[config.mk]
export PLATFORM = sky130hd
export DESIGN_NAME = freq_meter
export DESIGN_NICKNAME = d
export VERILOG_FILES = /design/src/rtl/freq_meter.sv
export SDC_FILE = /design/constraint.sdc
export NUM_CORES = 1
export LEC_CHECK = 0
export BUFFER_PORTS_ARGS = -buffer_cell sky130_fd_sc_hd__buf_4
export CAP_MARGIN = 20
export CORE_UTILIZATION = 57
export CTS_CLUSTER_SIZE = 30
export DETAILED_ROUTE_END_ITERATION = 8
export GPL_ROUTABILITY_DRIVEN = 0
export PLACE_DENSITY_LB_ADDON = 0.3
export SLEW_MARGIN = 30
export SYNTH_ARGS = -nofsm -noshare
export SYNTH_HDL_FRONTEND = slang
export SYNTH_SLANG_ARGS = --single-unit
[constraint.sdc]
create_clock -name clk -period 2.5 [get_ports clk]
set_input_delay 0.5 -clock clk [delete_from_list [all_inputs] [get_ports clk]]
set_output_delay 0.5 -clock clk [all_outputs]
set_load 0.02 [all_outputs]
[src/rtl/freq_meter.sv]
module freq_meter #(
  parameter int DIGITS = 4,
  parameter int WINDOW = 1_000_000
) (
  input  logic                  clk,
  input  logic                  rst_n,
  input  logic                  sig_in,
  output logic [4*DIGITS-1:0]   digits_o,
  output logic [7*DIGITS-1:0]   segs_o,
  output logic                  ovf_o,
  output logic                  update_o
);
  localparam int WW = (WINDOW > 2) ? $clog2(WINDOW) : 1;
  localparam int NB = 4 * DIGITS;

  logic [2:0]      sync_q;
  logic [WW-1:0]   win_q;
  logic [NB-1:0]   cnt_q, cnt_d;
  logic            run_ovf_q, run_ovf_d;
  logic [DIGITS:0] carry;
  logic            edge_w, last_w;

  function automatic logic [6:0] seg7(input logic [3:0] v);
    case (v)
      4'd0: seg7 = 7'h3F;
      4'd1: seg7 = 7'h06;
      4'd2: seg7 = 7'h5B;
      4'd3: seg7 = 7'h4F;
      4'd4: seg7 = 7'h66;
      4'd5: seg7 = 7'h6D;
      4'd6: seg7 = 7'h7D;
      4'd7: seg7 = 7'h07;
      4'd8: seg7 = 7'h7F;
      4'd9: seg7 = 7'h6F;
      default: seg7 = 7'h00;
    endcase
  endfunction

  assign edge_w    = sync_q[1] & ~sync_q[2];
  assign last_w    = (win_q == WW'(WINDOW - 1));
  assign carry[0]  = edge_w;
  assign run_ovf_d = run_ovf_q | carry[DIGITS];

  for (genvar g = 0; g < DIGITS; g++) begin : g_dec
    logic [3:0] cur;
    assign cur = cnt_q[4*g +: 4];
    assign carry[g+1] = carry[g] & (cur == 4'd9);
    assign cnt_d[4*g +: 4] = carry[g] ? ((cur == 4'd9) ? 4'd0 : cur + 4'd1) : cur;
    assign segs_o[7*g +: 7] = seg7(digits_o[4*g +: 4]);


    bcd_range_chk: assert property (@(posedge clk) disable iff (!rst_n)
      (cur <= 4'd9) && (digits_o[4*g +: 4] <= 4'd9));
  end

  always_ff @(posedge clk or negedge rst_n) begin
    if (!rst_n) begin
      sync_q    <= '0;
      win_q     <= '0;
      cnt_q     <= '0;
      run_ovf_q <= 1'b0;
      digits_o  <= '0;
      ovf_o     <= 1'b0;
      update_o  <= 1'b0;
    end else begin
      sync_q   <= {sync_q[1:0], sig_in};
      update_o <= last_w;
      if (last_w) begin
        win_q     <= '0;
        cnt_q     <= '0;
        run_ovf_q <= 1'b0;
        digits_o  <= cnt_d;
        ovf_o     <= run_ovf_d;
      end else begin
        win_q     <= win_q + 1'b1;
        cnt_q     <= cnt_d;
        run_ovf_q <= run_ovf_d;
      end
    end
  end


  strobe_width_chk: assert property (@(posedge clk) disable iff (!rst_n)
    update_o |=> !update_o);


  hold_chk: assert property (@(posedge clk) disable iff (!rst_n)
    !update_o |-> ($stable(digits_o) && $stable(ovf_o)));


  restart_chk: assert property (@(posedge clk) disable iff (!rst_n)
    update_o |-> (cnt_q == '0) && !run_ovf_q);


  ovf_set_chk: assert property (@(posedge clk) disable iff (!rst_n)
    (carry[DIGITS] && !last_w) |=> run_ovf_q);
endmodule

==> metrics.md, run 1 <==
| Metric | Value |
|---|---|
| CTS tree | `yes` |
| Post-synthesis cell type count | `49` |
| DRC viols | `0` |
| CP endpoint kind | `register` |
| I/O pins | `49` |
| Final TNS setup | `0 ps` |
| Max Slew Vio Count | `0` |
| Post-DRT Antenna Nets | `0` |
| Register area share after synthesis | `41.2%` |
| Slowest stage cell, crit path | `or4_1` |
| Most common cell in the synthesized netlist | `dfrtp_1` |
| Overflow after GRT | `0` |
| Yosys top cell area share | `41.2%` |
| Slew Limit Headroom | `51.7%` |
| Inserted Clock Buffers | `9` |
| Critical R2R Capture | `digits_o[0]` |
| Core area | `5960 sq um` |
| Post-Route WL | `6810 microns` |
| Top cells by area, synth | `dfrtp_1 41%, ha_1 8.9%, o21ai_0 3.8%, xnor2_1 3.7%, inv_1 3.3%` |
| Main synth FF type | `dfrtp_1` |
| Yosys warns | `0` |
| Final Skew | `9.06 ps` |
| Area of the multi-input gates | `1830 sq um` |
| Post-synth EDFFs | `0` |
| Reg2reg setup slack | `150 ps` |
| Initial DRC count | `110` |
| Crit path launch type | `register` |
| Global-route wire length before repair | `11200 microns` |
| PortBufs | `48` |
| Initial antenna violation count | `0` |
| Largest delay contributor family on the critical path | `simple AND/OR/NAND/NOR gates` |
| Pwr dens | `531 nW/um^2` |
| Final Setup Violations | `0` |
| Initial core utilization | `59.1%` |
| Area leader, netlist | `dfrtp_1` |
| Synthesis-to-layout area growth | `17.4%` |
| Async SR Flop Fraction | `100%` |
| Row count | `28` |
| Clock sink count | `58` |
| Worst Path Buf+Inv | `1` |
| Final Hold Fails | `0` |
| Fill count | `474` |
| Fin crit share | `94.0%` |
| Worst-margin pin slew | `725 ps` |
| ANT cells | `0` |
| Drt wl/cell | `13.9 microns` |
| Final Critical Period | `2350 ps` |
| Syn_area_per_cell | `9.59 sq um` |
| Fmax | `426 MHz` |
| Status | `complete, no violations` |
| CTS root buffer | `clkbuf_8` |
| Syn_nets | `395` |
| Final net count | `439` |
| Crit Path Class | `reg -> reg` |
| Arrival time at the worst endpoint | `2620 ps` |
| Worst-path clk slew | `70 ps` |
| Worst hold margin | `202 ps` |
| Die H | `80.6 microns` |
| Tot GR Track Use | `22.9%` |
| CTS resizes | `0` |
| Reg area | `1450 sq um` |
| Pleak | `1.89 nW` |
| Number of global-route vias before repair | `2512` |
| Synth cell count leaders | `58 x dfrtp_1, 31 x inv_1, 27 x o21ai_0` |
| H-tree depth | `3` |
| # hold bufs at CTS | `0` |
| Worst stage delay on the critical path | `660 ps` |
| Post-DP HPWL | `4800 microns` |
| WP data required | `2770 ps` |
| Post-CTS Setup Bufs | `0` |
| Via-to-Cell Ratio | `5.54` |
| Die area | `6490 sq um` |
| Worst reg2reg path depth | `5` |
| Largest net degree at the start of global routing | `59` |
| Worst-path cell chain | `or4b_1 > or4_1 > nor2_8 > buf_12 > mux2i_1` |
| Buffers from clock root to sink, at most | `2` |
| Maximum vdd drop | `529 uV` |
| Crit Reg-Reg Startpoint | `win_q[8]` |
| Router iterations before antenna repair | `4` |
| Vias | `2719` |
| Clk_lat worst skew | `350 ps` |
| Synth Register Bits | `58` |
| Type of the most critical hold path | `in -> async` |
| Share of cells above drive strength 1 | `17.8%` |
| Max-cap violation count | `0` |
| Synthesized instance count | `367` |
| RSZ-0062 raised after global routing | `no` |
| Mapped Area | `3520 sq um` |
| Die extent in x | `80.6 microns` |
| Crit path max fanout | `25` |
[per-stage QoR]
step	util (%)	worst slack (ps)	total power [W]	area, sq um	std cells
5_1_grt	69.4	59.6	0.00229	4130	491
2_1_floorplan	-	249	0.00120	3520	367
6_report	69.4	151	0.00219	4130	491
4_1_cts	69.4	141	0.00222	4130	491
3_5_place_dp	65.6	189	0.00127	3910	475
3_3_place_gp	65.6	229	0.00126	3910	475
[worst register-to-register path, cell delays in order, from the launching register on]
cell	delay (ps)
dfrtp_1	430
or4b_1	530
or4_1	660
nor2_8	240
buf_12	210
mux2i_1	210
[layout by cell type, fill, tap and decap left out, drive strengths merged, types with 3 or more instances in the layout]
| master | n |
|---|---|
| o31ai | 7 |
| nand4 | 4 |
| mux2i | 11 |
| clkbuf | 13 |
| nand2b | 18 |
| a21oi | 7 |
| nand2 | 10 |
| nor2b | 11 |
| o21a | 4 |
| nor2 | 26 |
| xor2 | 8 |
| dfrtp | 58 |
| or4 | 4 |
| a21o | 7 |
| o22ai | 17 |
| ha | 25 |
| o21ai | 27 |
| xnor2 | 15 |
| nand3 | 13 |
| buf | 54 |
| and3b | 3 |
| a31oi | 3 |
| nor3 | 7 |
| nor4 | 4 |
| inv | 31 |
[cells by family (layout without fill, tap and decap cells)]
| family | Yosys count | after routing | synth area share [%] |
|---|---|---|---|
| adder cells (fa/ha/maj) | 25 | 25 | 8.89 |
| buffers and inverters | 52 | 101 | 6.79 |
| AO/OA/AOI/OAI | 80 | 80 | 14.3 |
| flip-flops | 58 | 58 | 41.2 |
| AND/OR/NAND/NOR | 116 | 116 | 19.3 |
| XOR/XNOR | 23 | 23 | 5.72 |
| multiplexers | 13 | 13 | 3.77 |
[sequential cells by signal, summed over array words and instances, names as in the netlist]
signal     count
ovf_o          1
sync_q         3
run_ovf_q      1
update_o       1
digits_o      16
win_q         20
cnt_q         16
[metal layers]
metal  up-vias  global-route usage, %  wire length [microns]
li1       1359                      -                      -
met1      1280                   28.4                   3200
met2        63                   36.1                   3150
met3        17                   6.70                    280
met4         0                   11.3                    174
met5         -                      0                      0
[worst max-delay path by stage]
stage               depth (start not counted)  startpoint            to
global route                                5    win_q[8]   digits_o[3]
finish                                      5    win_q[8]   digits_o[0]
detailed placement                          5    win_q[8]   digits_o[0]
global placement                            5    win_q[8]   digits_o[8]
floorplan                                   6    win_q[8]  digits_o[15]
CTS                                         5    win_q[8]   digits_o[0]
[cell type report]
cell class,instances,share of cell area (%)
well taps,75,2.27
repair buffers,54,10.1
flip-flops and latches,58,35.1
clock inverters,3,1.09
multi-input cells,257,44.3
clock buffers,13,4.33
inverters,31,2.82
[where the power goes]
group          switching (W)  internal (W)  total [W]
clock network       0.000372      0.000569   0.000941
logic               0.000114     0.0000826   0.000196
registers          0.0000680      0.000990    0.00106
No activity file was read; power rests on OpenSTA's default activity.
==> run 2, diff against run 1 <==
RECOVER_POWER = 100   (was not set)
==> run 2 against run 1 <==
Die area unchanged. Core utilization is 2.9 points lower. Routed wire length is 0.31% higher. Combinational power barely moved. Fmax is essentially flat. Count of clock-buffer cells in the layout unchanged. Via count increased by 0.22%. Sequential share of layout area is 1.6 points higher. Global-route usage did not move. Largest cell class unchanged. Critical path depth did not move. Non-clock buffer count unchanged. Critical endpoint is now digits_o[9]. Sequential cell count did not move.
==> metrics.md, run 2 (same netlist as run 1, synthesis figures left out) <==
| Metric | Value |
|---|---|
| Status | `complete, no violations` |
| CTS tree | `yes` |
| Largest net degree at the start of global routing | `59 (unchanged)` |
| Crit path max fanout | `25 (unchanged)` |
| Worst stage delay on the critical path | `660 ps (about the same)` |
| RSZ-0062 raised after global routing | `no` |
| Tot GR Track Use | `22.9% (unchanged)` |
| Final Skew | `8.78 ps (-0.274 ps)` |
| Initial antenna violation count | `0 (unchanged)` |
| CP endpoint kind | `register` |
| Arrival time at the worst endpoint | `2620 ps (about the same)` |
| Pleak | `1.72 nW (-8.8%)` |
| Clock sink count | `58 (unchanged)` |
| Number of global-route vias before repair | `2512 (unchanged)` |
| Initial core utilization | `59.1% (unchanged)` |
| Slew Limit Headroom | `5.84% (-46 points)` |
| WP data required | `2770 ps (about the same)` |
| Clk_lat worst skew | `350 ps (about the same)` |
| Share of cells above drive strength 1 | `6.73% (-11 points)` |
| PortBufs | `48 (unchanged)` |
| ANT cells | `0 (unchanged)` |
| Overflow after GRT | `0 (unchanged)` |
| Reg2reg setup slack | `150 ps (about the same)` |
| Slowest stage cell, crit path | `or4_1` |
| Hold path cells | `1` |
| Most frequent cells in the layout | `58 x dfrtp_1, 46 x clkbuf_1, 31 x inv_1` |
| Crit Path Class | `reg -> reg` |
| Worst-path cell chain | `or4b_1 > or4_1 > nor2_8 > buf_12 > mux2i_1` |
| Maximum vdd drop | `528 uV (about the same)` |
| Die extent in x | `80.6 microns (unchanged)` |
| Post-DP HPWL | `4800 microns (unchanged)` |
| CTS resizes | `0 (unchanged)` |
| Drt wl/cell | `13.9 microns (+0.31%)` |
| Core area | `5960 sq um (unchanged)` |
| DRC viols | `0 (unchanged)` |
| Synthesis-to-layout area growth | `12.4%` |
| H-tree depth | `3 (unchanged)` |
| Die area | `6490 sq um (unchanged)` |
| Die H | `80.6 microns (unchanged)` |
| Global-route wire length before repair | `11200 microns (unchanged)` |
| Max reg flops | `20 (unchanged)` |
| Final Hold Fails | `0 (unchanged)` |
| Router iterations before antenna repair | `4 (unchanged)` |
| Crit path launch type | `register` |
| Type of the most critical hold path | `in -> reg` |
| Most flops, register | `win_q` |
| Worst-path clk slew | `70 ps (about the same)` |
| Fin crit share | `94.0% (about the same)` |
| Final TNS setup | `0 ps (unchanged)` |
| I/O pins | `49 (unchanged)` |
| Worst hold margin | `279 ps (+76.9 ps)` |
| Max-cap violation count | `0 (unchanged)` |
| Top Registers | `win_q (20), cnt_q (16), digits_o (16)` |
| Vias | `2725 (+0.22%)` |
| Commonest non-fill, non-tap cell in the layout | `dfrtp_1` |
| Post-Route WL | `6830 microns (+0.31%)` |
| CTS root buffer | `clkbuf_8` |
| # hold bufs at CTS | `0 (unchanged)` |
| Pwr dens | `554 nW/um^2 (+4.4%)` |
| Fin util | `66.4% (-2.9 points)` |
| Final Setup Violations | `0 (unchanged)` |
| Final WS setup | `151 ps (+0.0800 ps)` |
| Final Critical Period | `2350 ps (-0.0800 ps)` |
| Final net count | `439 (unchanged)` |
| Fmax | `426 MHz (about the same)` |
| Initial DRC count | `127 (+15%)` |
| Max Slew Vio Count | `0 (unchanged)` |
| Row count | `28 (unchanged)` |
| Buffers from clock root to sink, at most | `2 (unchanged)` |
| Pre-CTS WS | `189 ps (unchanged)` |
| Via-to-Cell Ratio | `5.55 (+0.22%)` |
| Post-CTS Setup Bufs | `0 (unchanged)` |
| Worst reg2reg path depth | `5 (unchanged)` |
| Worst-margin pin slew | `1410 ps (+687 ps)` |
| Inserted Clock Buffers | `9 (unchanged)` |
| Post-DRT Antenna Nets | `0 (unchanged)` |
run 2: area by class of cell:
type | instances | area (sq um)
Multi-Input combinational cell | 257 | 1830
Tap cell | 75 | 93.8
Sequential cell | 58 | 1450
Clock inverter | 3 | 45.0
Clock buffer | 13 | 179
Inverter | 31 | 116
Timing Repair Buffer | 54 | 243
Fill cell | 495 | 2000
run 2: worst paths after layout:
check / end / from
setup / recovery: digits_o[9] / win_q[8]
hold / removal: sync_q[0] / sig_in
setup reg to reg: digits_o[9] / win_q[8]
hold reg to reg: sync_q[1] / sync_q[0]
max in group asynchronous: cnt_q[12] / rst_n
min in group asynchronous: digits_o[1] / rst_n
run 2: where the power goes:
part / internal [W] / switching (W)
combinational: 0.0000821 / 0.000113
clock: 0.000569 / 0.000373
sequential: 0.000990 / 0.0000687
run 2: worst max-delay path: cells and delay by family (launching register included):
family                 cells  cell delay (ps)
muxes                      1              200
DFF                        1              430
and+or+nand+nor            3             1430
buffers and inverters      1              210
run 2: metrics by stage:
step	power [W]	instances	cell area [sq um]
5_1_grt	0.00229	491	3960
4_1_cts	0.00222	491	4130
6_report	0.00219	491	3960
3_5_place_dp	0.00127	475	3910
3_3_place_gp	0.00126	475	3910
2_1_floorplan	0.00120	367	3520
run 2: per-layer routing:
metal	wire length, microns	global-route usage [%]	share of wire (%)
met1	3220	28.4	47
met3	305	6.70	4.5
met5	0	0	0
met2	3140	36.1	46
met4	161	11.3	2.4
==> run 3, diff against run 2 <==
CTS_BUF_LIST = sky130_fd_sc_hd__clkbuf_2   (was not set)
==> run 3 against run 2 <==
Final cell count unchanged. Non-clock buffer count unchanged. Routed wire length down 1.9%. Sequential cell count unchanged. Critical path depth unchanged. Global-route usage down 0.49 points. Clock power down 40%. Count of clock-buffer cells in the layout down 4.
==> metrics.md, run 3 (same netlist as run 1, synthesis figures left out) <==
| Metric | Value |
|---|---|
| Status | `complete, no violations` |
| Initial DRC count | `144 (+13%)` |
| Maximum vdd drop | `358 uV (-32%)` |
| Worst-path clk slew | `160 ps (+90 ps)` |
| Drt wl/cell | `13.6 microns (-1.9%)` |
| CTS root buffer | `clkbuf_2` |
| Initial core utilization | `59.1% (unchanged)` |
| Fmax | `425 MHz (-0.23%)` |
| Fin crit share | `94.2% (+0.21 points)` |
| Final net count | `439 (unchanged)` |
| Row count | `28 (unchanged)` |
| Slew Limit Headroom | `7.11% (+1.3 points)` |
| Max reg flops | `20 (unchanged)` |
| Buffers from clock root to sink, at most | `2 (unchanged)` |
| Post-DRT Antenna Nets | `0 (unchanged)` |
| Top Registers | `win_q (20), cnt_q (16), digits_o (16)` |
| Core area | `5960 sq um (unchanged)` |
| Final Skew | `24.3 ps (+15.6 ps)` |
| Slowest stage cell, crit path | `or4_1` |
| Post-Route WL | `6700 microns (-1.9%)` |
| Share of cells above drive strength 1 | `10.6% (+3.8 points)` |
| ANT cells | `0 (unchanged)` |
| Worst reg2reg path depth | `5 (unchanged)` |
| Final TNS setup | `0 ps (unchanged)` |
| Fin util | `65.1% (-1.4 points)` |
| CP endpoint kind | `register` |
| Inserted Clock Buffers | `9 (unchanged)` |
| Logic pwr share | `10.7% (+1.8 points)` |
| Vias | `2701 (-0.88%)` |
| Initial antenna violation count | `0 (unchanged)` |
| Commonest non-fill, non-tap cell in the layout | `dfrtp_1` |
| Number of global-route vias before repair | `2527 (+0.60%)` |
| Die H | `80.6 microns (unchanged)` |
| Clk_lat worst skew | `480 ps (+130 ps)` |
| Pleak | `1.71 nW (-0.53%)` |
| Router iterations before antenna repair | `5 (+1)` |
| Final Hold Fails | `0 (unchanged)` |
| Internal power | `0.00129 W (-21%)` |
| Switching share of power | `28.8% (+3.6 points)` |
| Synthesis-to-layout area growth | `10.1%` |
| Worst stage delay on the critical path | `650 ps (about the same)` |
| PortBufs | `48 (unchanged)` |
| Crit path max fanout | `25 (unchanged)` |
| Worst-path cell chain | `or4b_1 > or4_1 > nor2_8 > buf_12 > mux2i_1` |
| Post-DP HPWL | `4800 microns (unchanged)` |
| Pwr dens | `467 nW/um^2 (-16%)` |
| RSZ-0062 raised after global routing | `no` |
| Max-cap violation count | `0 (unchanged)` |
| Fill count | `521 (+5.3%)` |
| Die extent in x | `80.6 microns (unchanged)` |
| Most frequent cells in the layout | `54 x dfrtp_1, 31 x inv_1, 30 x clkbuf_1` |
| Type of the most critical hold path | `in -> reg` |
| Tot GR Track Use | `22.4% (-0.49 points)` |
| Die area | `6490 sq um (unchanged)` |
| Net Sw Power | `0.000522 W (-5.8%)` |
| Arrival time at the worst endpoint | `2750 ps (+130 ps)` |
| Largest net degree at the start of global routing | `59 (unchanged)` |
| Sequential Power Share | `58.3% (+10 points)` |
| Final Critical Period | `2350 ps (+5.32 ps)` |
| CTS tree | `yes` |
| DRC viols | `0 (unchanged)` |
| Via-to-Cell Ratio | `5.50 (-0.88%)` |
| Final Setup Violations | `0 (unchanged)` |
| Hold path cells | `1 (unchanged)` |
| Crit Path Class | `reg -> reg` |
| Max Slew Vio Count | `0 (unchanged)` |
| I/O pins | `49 (unchanged)` |
| Most flops, register | `win_q` |
| Clk pwr share | `30.9% (-12 points)` |
| Crit path launch type | `register` |
| WP data required | `2900 ps (+130 ps)` |
| Worst-margin pin slew | `1390 ps (-19.1 ps)` |
| Global-route wire length before repair | `11000 microns (-1.4%)` |
| Clock sink count | `58 (unchanged)` |
| H-tree depth | `3 (unchanged)` |
| # hold bufs at CTS | `0 (unchanged)` |
| Overflow after GRT | `0 (unchanged)` |
## run 3: changes by cell type in the layout (fill, tap and decap cells not counted)
| cell | before | now |
|---|---|---|
| clkbuf_2 | 1 | 21 |
| clkbuf_1 | 46 | 30 |
| clkbuf_8 | 13 | 0 |
| buf_4 | 5 | 10 |
| clkinv_1 | 0 | 4 |
| dfrtp_1 | 58 | 54 |
| dfrtp_2 | 0 | 4 |
## run 3: per-layer routing
layer	global-route usage (%)	part of all wire (%)	vias to the layer above
met1	27.5	46	1263
met5	0	0	-
met4	9.82	2.0	0
met2	36.6	47	61
met3	6.14	4.1	13
li1	-	-	1364
## run 3: final timing paths
path / from / end / slack, ps
worst max-delay path: win_q[8] / digits_o[8] / 150
worst min-delay path: sig_in / sync_q[0] / 140
worst max register to register: win_q[8] / digits_o[8] / 150
worst min register to register: sync_q[0] / sync_q[1] / 390
max in group asynchronous: rst_n / digits_o[13] / 1250
min in group asynchronous: rst_n / sync_q[2] / 300
## run 3: power by group through the flow
stage	clock network [W]	registers, W	logic [W]
2_1_floorplan	0	0.00105	0.000153
5_1_grt	0.000622	0.00107	0.000218
4_1_cts	0.000583	0.00106	0.000197
6_report	0.000560	0.00106	0.000194
3_3_place_gp	0	0.00107	0.000193
3_5_place_dp	0	0.00107	0.000197
## run 3: worst max-delay path, delay by kind of cell (launching register included)
kind                   cells  cell delay [ps]
AND/OR/NAND/NOR            3             1410
flip-flops                 1              460
buffers and inverters      1              210
multiplexers               1              190
## run 3: cell type report
type	instances	area (sq um)	area share, %
Clock inverter	7	60.1	1.55
Clock buffer	9	45.0	1.16
Sequential cell	58	1460	37.6
Tap cell	75	93.8	2.42
Multi-Input combinational cell	257	1830	47.2
Inverter	31	116	3.00
Timing Repair Buffer	54	275	7.10
## run 3: timing repair
item                                    4_1_cts  5_1_grt
resized for setup                             0        4
endpoints found under the setup margin        0        8
setup buffers                                 0        0
## run 3: metrics by stage
step | setup WS (ps) | total power (W) | instances | hold slack, ps | cell area, sq um
finish | 146 | 0.00181 | 491 | 145 | 3880
CTS | 89.8 | 0.00184 | 491 | 39.5 | 4010
floorplan | 249 | 0.00120 | 367 | 204 | 3520
global route | 22.2 | 0.00191 | 491 | 92.9 | 3880
global placement | 229 | 0.00126 | 475 | 374 | 3910
detailed placement | 189 | 0.00127 | 475 | 371 | 3910
